==> src/rtl/dupid_pkg.sv <==
package dupid_pkg;
  localparam int DUP_BIT = 0;
  localparam int TOK_BIT = 1;
  localparam int RXA_BIT = 2;
  localparam int RCN_BIT = 3;

  typedef struct packed {
    logic rcn;
    logic rxa;
    logic tok;
    logic dup;
  } stat_t;
endpackage

==> src/rtl/dupid_match.sv <==
module dupid_match #(
  parameter int ADDR_W = 8,
  parameter int RSP_TO = 4
) (
  input  logic              clk,
  input  logic              rst_n,
  input  logic              active,
  input  logic              addr_chg,
  input  logic [ADDR_W-1:0] node_addr,
  input  logic              tok_vld,
  input  logic [ADDR_W-1:0] tok_dst,
  input  logic              rsp_vld,
  output logic              dup_evt,
  output logic              armed
);
  localparam int CW = $clog2(RSP_TO + 1);

  logic [CW-1:0] cnt_q, cnt_d;
  logic          hit;

  always_comb begin
    hit     = tok_vld && active && (tok_dst == node_addr);
    armed   = (cnt_q != '0);
    dup_evt = rsp_vld && armed && active && !addr_chg;
    if (!active || addr_chg) cnt_d = '0;
    else if (hit)            cnt_d = CW'(RSP_TO);
    else if (armed)          cnt_d = cnt_q - 1'b1;
    else                     cnt_d = cnt_q;
  end

  always_ff @(posedge clk or negedge rst_n) begin
    if (!rst_n) cnt_q <= '0;
    else        cnt_q <= cnt_d;
  end
endmodule

==> src/rtl/dupid_window.sv <==
module dupid_window #(
  parameter int WIN_TICKS = 64
) (
  input  logic       clk,
  input  logic       rst_n,
  input  logic       active,
  input  logic       addr_chg,
  input  logic [1:0] ext_to,
  input  logic       dup_evt,
  output logic       win_done
);
  localparam int LIM_LONG = 2 * WIN_TICKS;
  localparam int CW       = $clog2(LIM_LONG + 1);

  logic [CW-1:0] cnt_q, cnt_d, lim;
  logic          seen_q, seen_d, done_q, done_d;

  always_comb begin
    lim    = (ext_to == 2'b11) ? CW'(WIN_TICKS) : CW'(LIM_LONG);
    cnt_d  = cnt_q;
    seen_d = seen_q;
    done_d = 1'b0;
    if (!active || addr_chg) begin
      cnt_d  = '0;
      seen_d = 1'b0;
    end else if (cnt_q >= lim - 1'b1) begin
      cnt_d  = '0;
      seen_d = 1'b0;
      done_d = !(seen_q || dup_evt);
    end else begin
      cnt_d  = cnt_q + 1'b1;
      seen_d = seen_q || dup_evt;
    end
  end

  always_ff @(posedge clk or negedge rst_n) begin
    if (!rst_n) begin
      cnt_q  <= '0;
      seen_q <= 1'b0;
      done_q <= 1'b0;
    end else begin
      cnt_q  <= cnt_d;
      seen_q <= seen_d;
      done_q <= done_d;
    end
  end

  assign win_done = done_q;
endmodule

==> src/rtl/dupid_status.sv <==
module dupid_status
  import dupid_pkg::*;
(
  input  logic  clk,
  input  logic  rst_n,
  input  logic  dup_evt,
  input  logic  tok_vld,
  input  logic  rx_act,
  input  logic  join_evt,
  input  logic  tx_en,
  input  logic  stat_rd,
  output stat_t stat
);
  stat_t st_q, st_d;

  always_comb begin
    st_d.dup = dup_evt || (st_q.dup && !stat_rd);
    st_d.tok = tok_vld || (st_q.tok && !stat_rd);
    st_d.rcn = (join_evt && tx_en) || (st_q.rcn && !stat_rd);
    st_d.rxa = rx_act;
  end

  always_ff @(posedge clk or negedge rst_n) begin
    if (!rst_n) st_q <= '0;
    else        st_q <= st_d;
  end

  assign stat = st_q;
endmodule

==> src/rtl/dupid_monitor.sv <==
module dupid_monitor
  import dupid_pkg::*;
#(
  parameter int ADDR_W    = 8,
  parameter int RSP_TO    = 4,
  parameter int WIN_TICKS = 64
) (
  input  logic              clk,
  input  logic              rst_n,
  input  logic [ADDR_W-1:0] node_addr,
  input  logic              tx_en,
  input  logic [1:0]        ext_to,
  input  logic              tok_vld,
  input  logic [ADDR_W-1:0] tok_dst,
  input  logic              rsp_vld,
  input  logic              rx_act,
  input  logic              join_evt,
  input  logic              stat_rd,
  output logic [7:0]        stat_byte,
  output logic              win_done
);
  logic [1:0]        rst_pipe;
  logic              rst_sync_n;
  logic [ADDR_W-1:0] addr_q;
  logic              addr_chg, active, dup_evt, armed;
  stat_t             stat;

  always_ff @(posedge clk or negedge rst_n) begin
    if (!rst_n) rst_pipe <= 2'b00;
    else        rst_pipe <= {rst_pipe[0], 1'b1};
  end
  assign rst_sync_n = rst_pipe[1];

  always_ff @(posedge clk or negedge rst_sync_n) begin
    if (!rst_sync_n) addr_q <= '0;
    else             addr_q <= node_addr;
  end

  always_comb begin
    addr_chg = (node_addr != addr_q);
    active   = (node_addr != '0) && !tx_en;
  end

  dupid_match #(.ADDR_W(ADDR_W), .RSP_TO(RSP_TO)) u_match (
    .clk(clk), .rst_n(rst_sync_n), .active(active), .addr_chg(addr_chg),
    .node_addr(node_addr), .tok_vld(tok_vld), .tok_dst(tok_dst),
    .rsp_vld(rsp_vld), .dup_evt(dup_evt), .armed(armed)
  );

  dupid_window #(.WIN_TICKS(WIN_TICKS)) u_win (
    .clk(clk), .rst_n(rst_sync_n), .active(active), .addr_chg(addr_chg),
    .ext_to(ext_to), .dup_evt(dup_evt), .win_done(win_done)
  );

  dupid_status u_stat (
    .clk(clk), .rst_n(rst_sync_n), .dup_evt(dup_evt), .tok_vld(tok_vld),
    .rx_act(rx_act), .join_evt(join_evt), .tx_en(tx_en),
    .stat_rd(stat_rd), .stat(stat)
  );

  assign stat_byte = {4'b0000, stat};
endmodule

==> config.mk <==
export PLATFORM = sky130hd
export DESIGN_NAME = dupid_monitor
export DESIGN_NICKNAME = d
export VERILOG_FILES = /design/src/rtl/dupid_pkg.sv /design/src/rtl/dupid_match.sv /design/src/rtl/dupid_window.sv /design/src/rtl/dupid_status.sv /design/src/rtl/dupid_monitor.sv
export SDC_FILE = /design/constraint.sdc
export NUM_CORES = 1
export LEC_CHECK = 0
export BUFFER_PORTS_ARGS = -buffer_cell sky130_fd_sc_hd__buf_2
export CAP_MARGIN = 15
export CORE_MARGIN = 5
export CORE_UTILIZATION = 50
export CTS_CLUSTER_DIAMETER = 80
export CTS_CLUSTER_SIZE = 28
export DETAILED_ROUTE_END_ITERATION = 7
export PLACE_DENSITY = 0.76
export SYNTH_ARGS = -nofsm -noshare
export SYNTH_HDL_FRONTEND = slang
export SYNTH_SLANG_ARGS = --single-unit
==> constraint.sdc <==
create_clock -name clk -period 1 [get_ports clk]
set_clock_uncertainty 0.05 [all_clocks]
set_input_delay 0.1 -clock clk [delete_from_list [all_inputs] [get_ports clk]]
set_output_delay 0.1 -clock clk [all_outputs]
set_load 0.01 [all_outputs]
# Yosys cells after proc, flatten, opt, wreduce, memory -nomap -nowiden
# Cells that the tools add are included.
# word_totals
ff_bits	27
input_bits	26
out_inout_bits	9
wordCells	50
# op_classes
addsub	3
magnitude_cmp	1
eq_ne	3
mux	10
reduce_logical	23
# op_table
operator	count
$mux 8	3
$logic_and 1x1->1	10
$mux 3	3
$add 8x1->8 const B	1
$eq 8x8->1	1
$ge 8x8->1	1
$ne 8x8->1	1
$reduce_bool 8->1	1
$sub 8x1->8 const B	1
$reduce_bool 3->1	2
$logic_not 1->1	5
$logic_or 1x1->1	5
$mux 1	4
$sub 3x1->3 const B	1
$eq 2x2->1 const B	1

# Depth between registers and ports, before layout
# logic_depth
ltp_word	8
depth_mapped	5
depth_no_buf	5

# Cells and area by module
# Synthesis repeated with hierarchy kept, for this count alone.
# unflattened
hier_cells	116
hier_area_um2	1267.5
# by_module_without_submodules
module	n_inst	cells_each	area_per_inst_um2	seq_area_each_um2
dupid_window	1	44	455.4	250.2
dupid_monitor	1	30	391.6	250.2
dupid_match	1	34	291.5	75.1
dupid_status	1	8	128.9	100.1

# Least setup slack after synthesis
# OpenSTA, ideal clock, no wires.
# synth_timing
kind	reg2reg
startpoint	register u_win.cnt_q[0]
endpoint	register u_win.cnt_q[7]
arrival_time_ns	1.465
t_required_ns	0.869
path_slack_ns	-0.596
stages_incl_launch_ff	6
n_path_buf	0
cell_sequence	dfrtp_1 > ha_1 > and2_1 > a311oi_2 > nand4_2 > nor3_2
# synth_via
elab_chain_cells	3
elab_cells_between_ends	4
classes_between	add/sub: 1; order compare: 1; mux: 2
# synth_lines
element	line_no	rtl
from (decl)	dupid_window.sv:15	logic [CW-1:0] cnt_q, cnt_d, lim;
from (signal assigned)	dupid_window.sv:42	cnt_q <= cnt_d;
$add 8x1->8 or $ge 8x8->1 (tied branches)	dupid_window.sv:31, dupid_window.sv:26	
$mux 8 (*)	dupid_window.sv:26	end else if (cnt_q >= lim - 1'b1) begin
$mux 8 (*)	dupid_window.sv:23	if (!active || addr_chg) begin
named net u_win.cnt_d[7]	dupid_window.sv:15	
# The timed path passes the listed nets; every way through them passes the cells marked *.
# A chain may end at the register's enable or synchronous reset.

# Worst setup path after layout
# layout_timing
startpoint	register u_win.cnt_q[0]
endpoint	register u_win.cnt_q[0]
# The elaborated chain is that of the path after synthesis.

==> metrics.cfg <==
[hold_path]
hold_class = in2reg
min-delay-start = tx_en
min_to = u_match.cnt_q[1]
min_path_cells = 4

[worst_setup_path]
arrival_ps = 1790
r2r-end = u_win.cnt_q[0]
crit_required_ps = 1230
worst-path-max-fanout = 4
rr_startpoint = u_win.cnt_q[0]
rrSetupSlack_ps = -570
r2r_cells = 5
cp-end-kind = flop
cp-start-kind = flop
crit_type = reg2reg

[synthesis]
ys_types = 29
yosysTopAreaCellShare_pct = 54.1
synthArstFlopShare_pct = 100
synth_xor_area_share_pct = 15.4
synth-compound-area-share_pct = 6.21
synthMuxAreaShare_pct = 0.902
synthAdderAreaFrac_pct = 4.01
synth_enable_flop_cells = 0
ys.flop_type = dfrtp_1
synth.largest_area_cell = dfrtp_1
synth_area_um2 = 1250
ys_warn_count = 0
syn-instance-count = 106
yosys_register_bits = 27
yosysSeqAreaShare_pct = 54.1
synth_area_leaders = dfrtp_1 54%, xnor2_1 7.7%, xor2_1 7.7%
synth_top_family_by_area = XOR/XNOR gates
synth_simple_gate_area_share_pct = 15.1
avgSynthCellArea_um2 = 11.8

[floorplanning]
io_pins = 35
dieArea_um2 = 3600
die_h_um = 60.0
rows = 18
dieWidth_um = 60.0
coreArea_um2 = 2430
start_util_pct = 51.3

[cts]
path_clk_slew_ps = 160
clockBufferDepth = 2
insertion_delay_ps = 330
cts_tree = done
cts_num_sinks = 27
root_buffer = clkbuf_4
htreeDepth = 1
cts_buffers = 3

[layout]
nNetsFinal = 216
fillers = 156
area_growth_pct = 55.4
final_area_um2 = 1940
mostFrequentLayoutCell = buf_2
layout.cells.non_filler = 215
drive_above_1_share_pct = 43.8
n_antenna_cell = 0
layout_common_cells = 30 x buf_2, 29 x buf_4, 27 x dfrtp_1, 16 x dlygate4sd3_1

[power]
power.share.clock_pct = 25.4
combPwrFrac_pct = 16.7
p_sw_share_pct = 26.0
switchingPower_uw = 508
p_leak_nw = 0.892
power_density_nw_per_um2 = 1010
ir_drop_mv = 1.09
internal_power_mw = 1.45
pwr-share-seq_pct = 58.0

[drt]
routedWlPerCell_um = 13.9
routed_wl_mm = 3.00
first_iter_violations = 15
vias = 1052
detail-route-antenna-nets = 0
drt-vias-per-instance = 4.89
first_pass_iters = 4
drcViolationCount = 0

[global_route]
grt_max_degree = 25
overflow = 0
grt.total_usage_pct = 17.2
grt_pass1_vias = 1100
grt_pass1_wl_mm = 4.63
grt_antenna_before_repair = 0

[timing]
rsz0062_at_grt = yes
finalCriticalPeriod_ps = 1570
fin_ws_ps = -566
clock.fmax_mhz = 639
holdWs_ps = 55.6
hold_viol_final = 0
post-route-period-util_pct = 157
setup_viol = 20
slew_viol_final = 0

[place]
place.detailed.instances = 188
portBuffers = 30
pre_cts_ws_ps = -601
dp_hpwl_mm = 1.91
post_dp_cell_area_um2 = 1600
gp_congestion = 0.744

[run_status]
outcome = complete, but fails checks
violations = setup timing

[job]
max-cap-violations = 0

[Yosys cell counts, drive strengths merged, types with 2 or more instances]
master and n:
nor4 3, and2 2, conb 2, xnor2 11, xor2 11, nand2 6, ha 4, buf 4
nor2 11, nand4 2, nand3 3, inv 4, dfrtp 27, nor3 4
[cell families (layout without fill, tap and decap cells)]
| family | Yosys count | count (layout) |
|---|---|---|
| simple gates | 34 | 35 |
| flops | 27 | 27 |
| xor+xnor | 22 | 22 |
| compound gates | 8 | 8 |
| buf+inv | 8 | 83 |
| fa+ha+maj | 4 | 4 |
| other cells | 2 | 5 |
| mux | 1 | 1 |
[power groups by stage]
| stage | Clock [mW] | Sequential, mW | Combinational [mW] |
|---|---|---|---|
| 3_5_place_dp | 0 | 1.15 | 0.237 |
| 5_1_grt | 0.543 | 1.14 | 0.357 |
| 2_1_floorplan | 0 | 1.17 | 0.102 |
| 6_report | 0.496 | 1.13 | 0.326 |
| 4_1_cts | 0.499 | 1.13 | 0.299 |
| 3_3_place_gp | 0 | 1.15 | 0.230 |
[area by class of cell]
cell class	count	area (µm²)	area share, %
Tap cell	30	37.5	1.93
Sequential cell	27	676	34.8
Timing Repair Buffer	75	528	27.2
Clock buffer	3	22.5	1.16
Multi-Input combinational cell	75	654	33.7
Inverter	4	15.0	0.774
Clock inverter	1	7.51	0.387
[metrics by stage]
stage / util (%) / TNS (ps) / power (mW)
final: 79.8 / -6950 / 1.96
after global routing: 79.8 / -8490 / 2.04
after CTS: 76.0 / -6950 / 1.93
after detailed placement: 65.6 / -7390 / 1.39
after global placement: 65.6 / -6730 / 1.38
after floorplan: - / -5310 / 1.27
[flip-flops by register name, summed over array words and instances (netlist names)]
name,count
u_win.seen_q,1
u_win.cnt_q,8
u_stat.stat,4
u_win.win_done,1
addr_q,8
u_match.cnt_q,3
rst_pipe,2
[worst max path at each step]
stage                              start  slack [ps]        endpoint  cells past startpoint
final                     u_win.cnt_q[0]        -570  u_win.cnt_q[0]                      5
after global placement    u_win.cnt_q[0]        -540  u_win.cnt_q[2]                      5
after floorplan           u_win.cnt_q[6]        -420  u_win.cnt_q[7]                      4
after detailed placement  u_win.cnt_q[0]        -600  u_win.cnt_q[7]                      5
after global routing      u_win.cnt_q[0]        -670    u_win.seen_q                      5
after CTS                 u_win.cnt_q[0]        -520  u_win.cnt_q[7]                      5
[critical path, cell delays in order, from the launching register on]
cell and delay [ps]:
dfrtp_1 430, ha_2 180, and2_4 150, a311oi_4 320, nand4_2 220, nor2_1 160
[layer usage]
metal  routed length (µm)  GRT usage (%)
met1                 1160           19.3
met2                 1640           32.1
met3                  131           2.59
met4                   68           6.65
met5                    0              0
[timing repair]
| item | in CTS | in global routing |
|---|---|---|
| pin swaps | 4 | 4 |
| buffers inserted | 2 | 4 |
| resized for setup | 6 | 7 |
| endpoints found under the setup margin | 19 | 19 |
| endpoints found under the hold margin | 16 | 0 |
| cloned | 0 | 1 |
| hold buffers | 16 | 0 |
(Power assumes the default switching activity.)
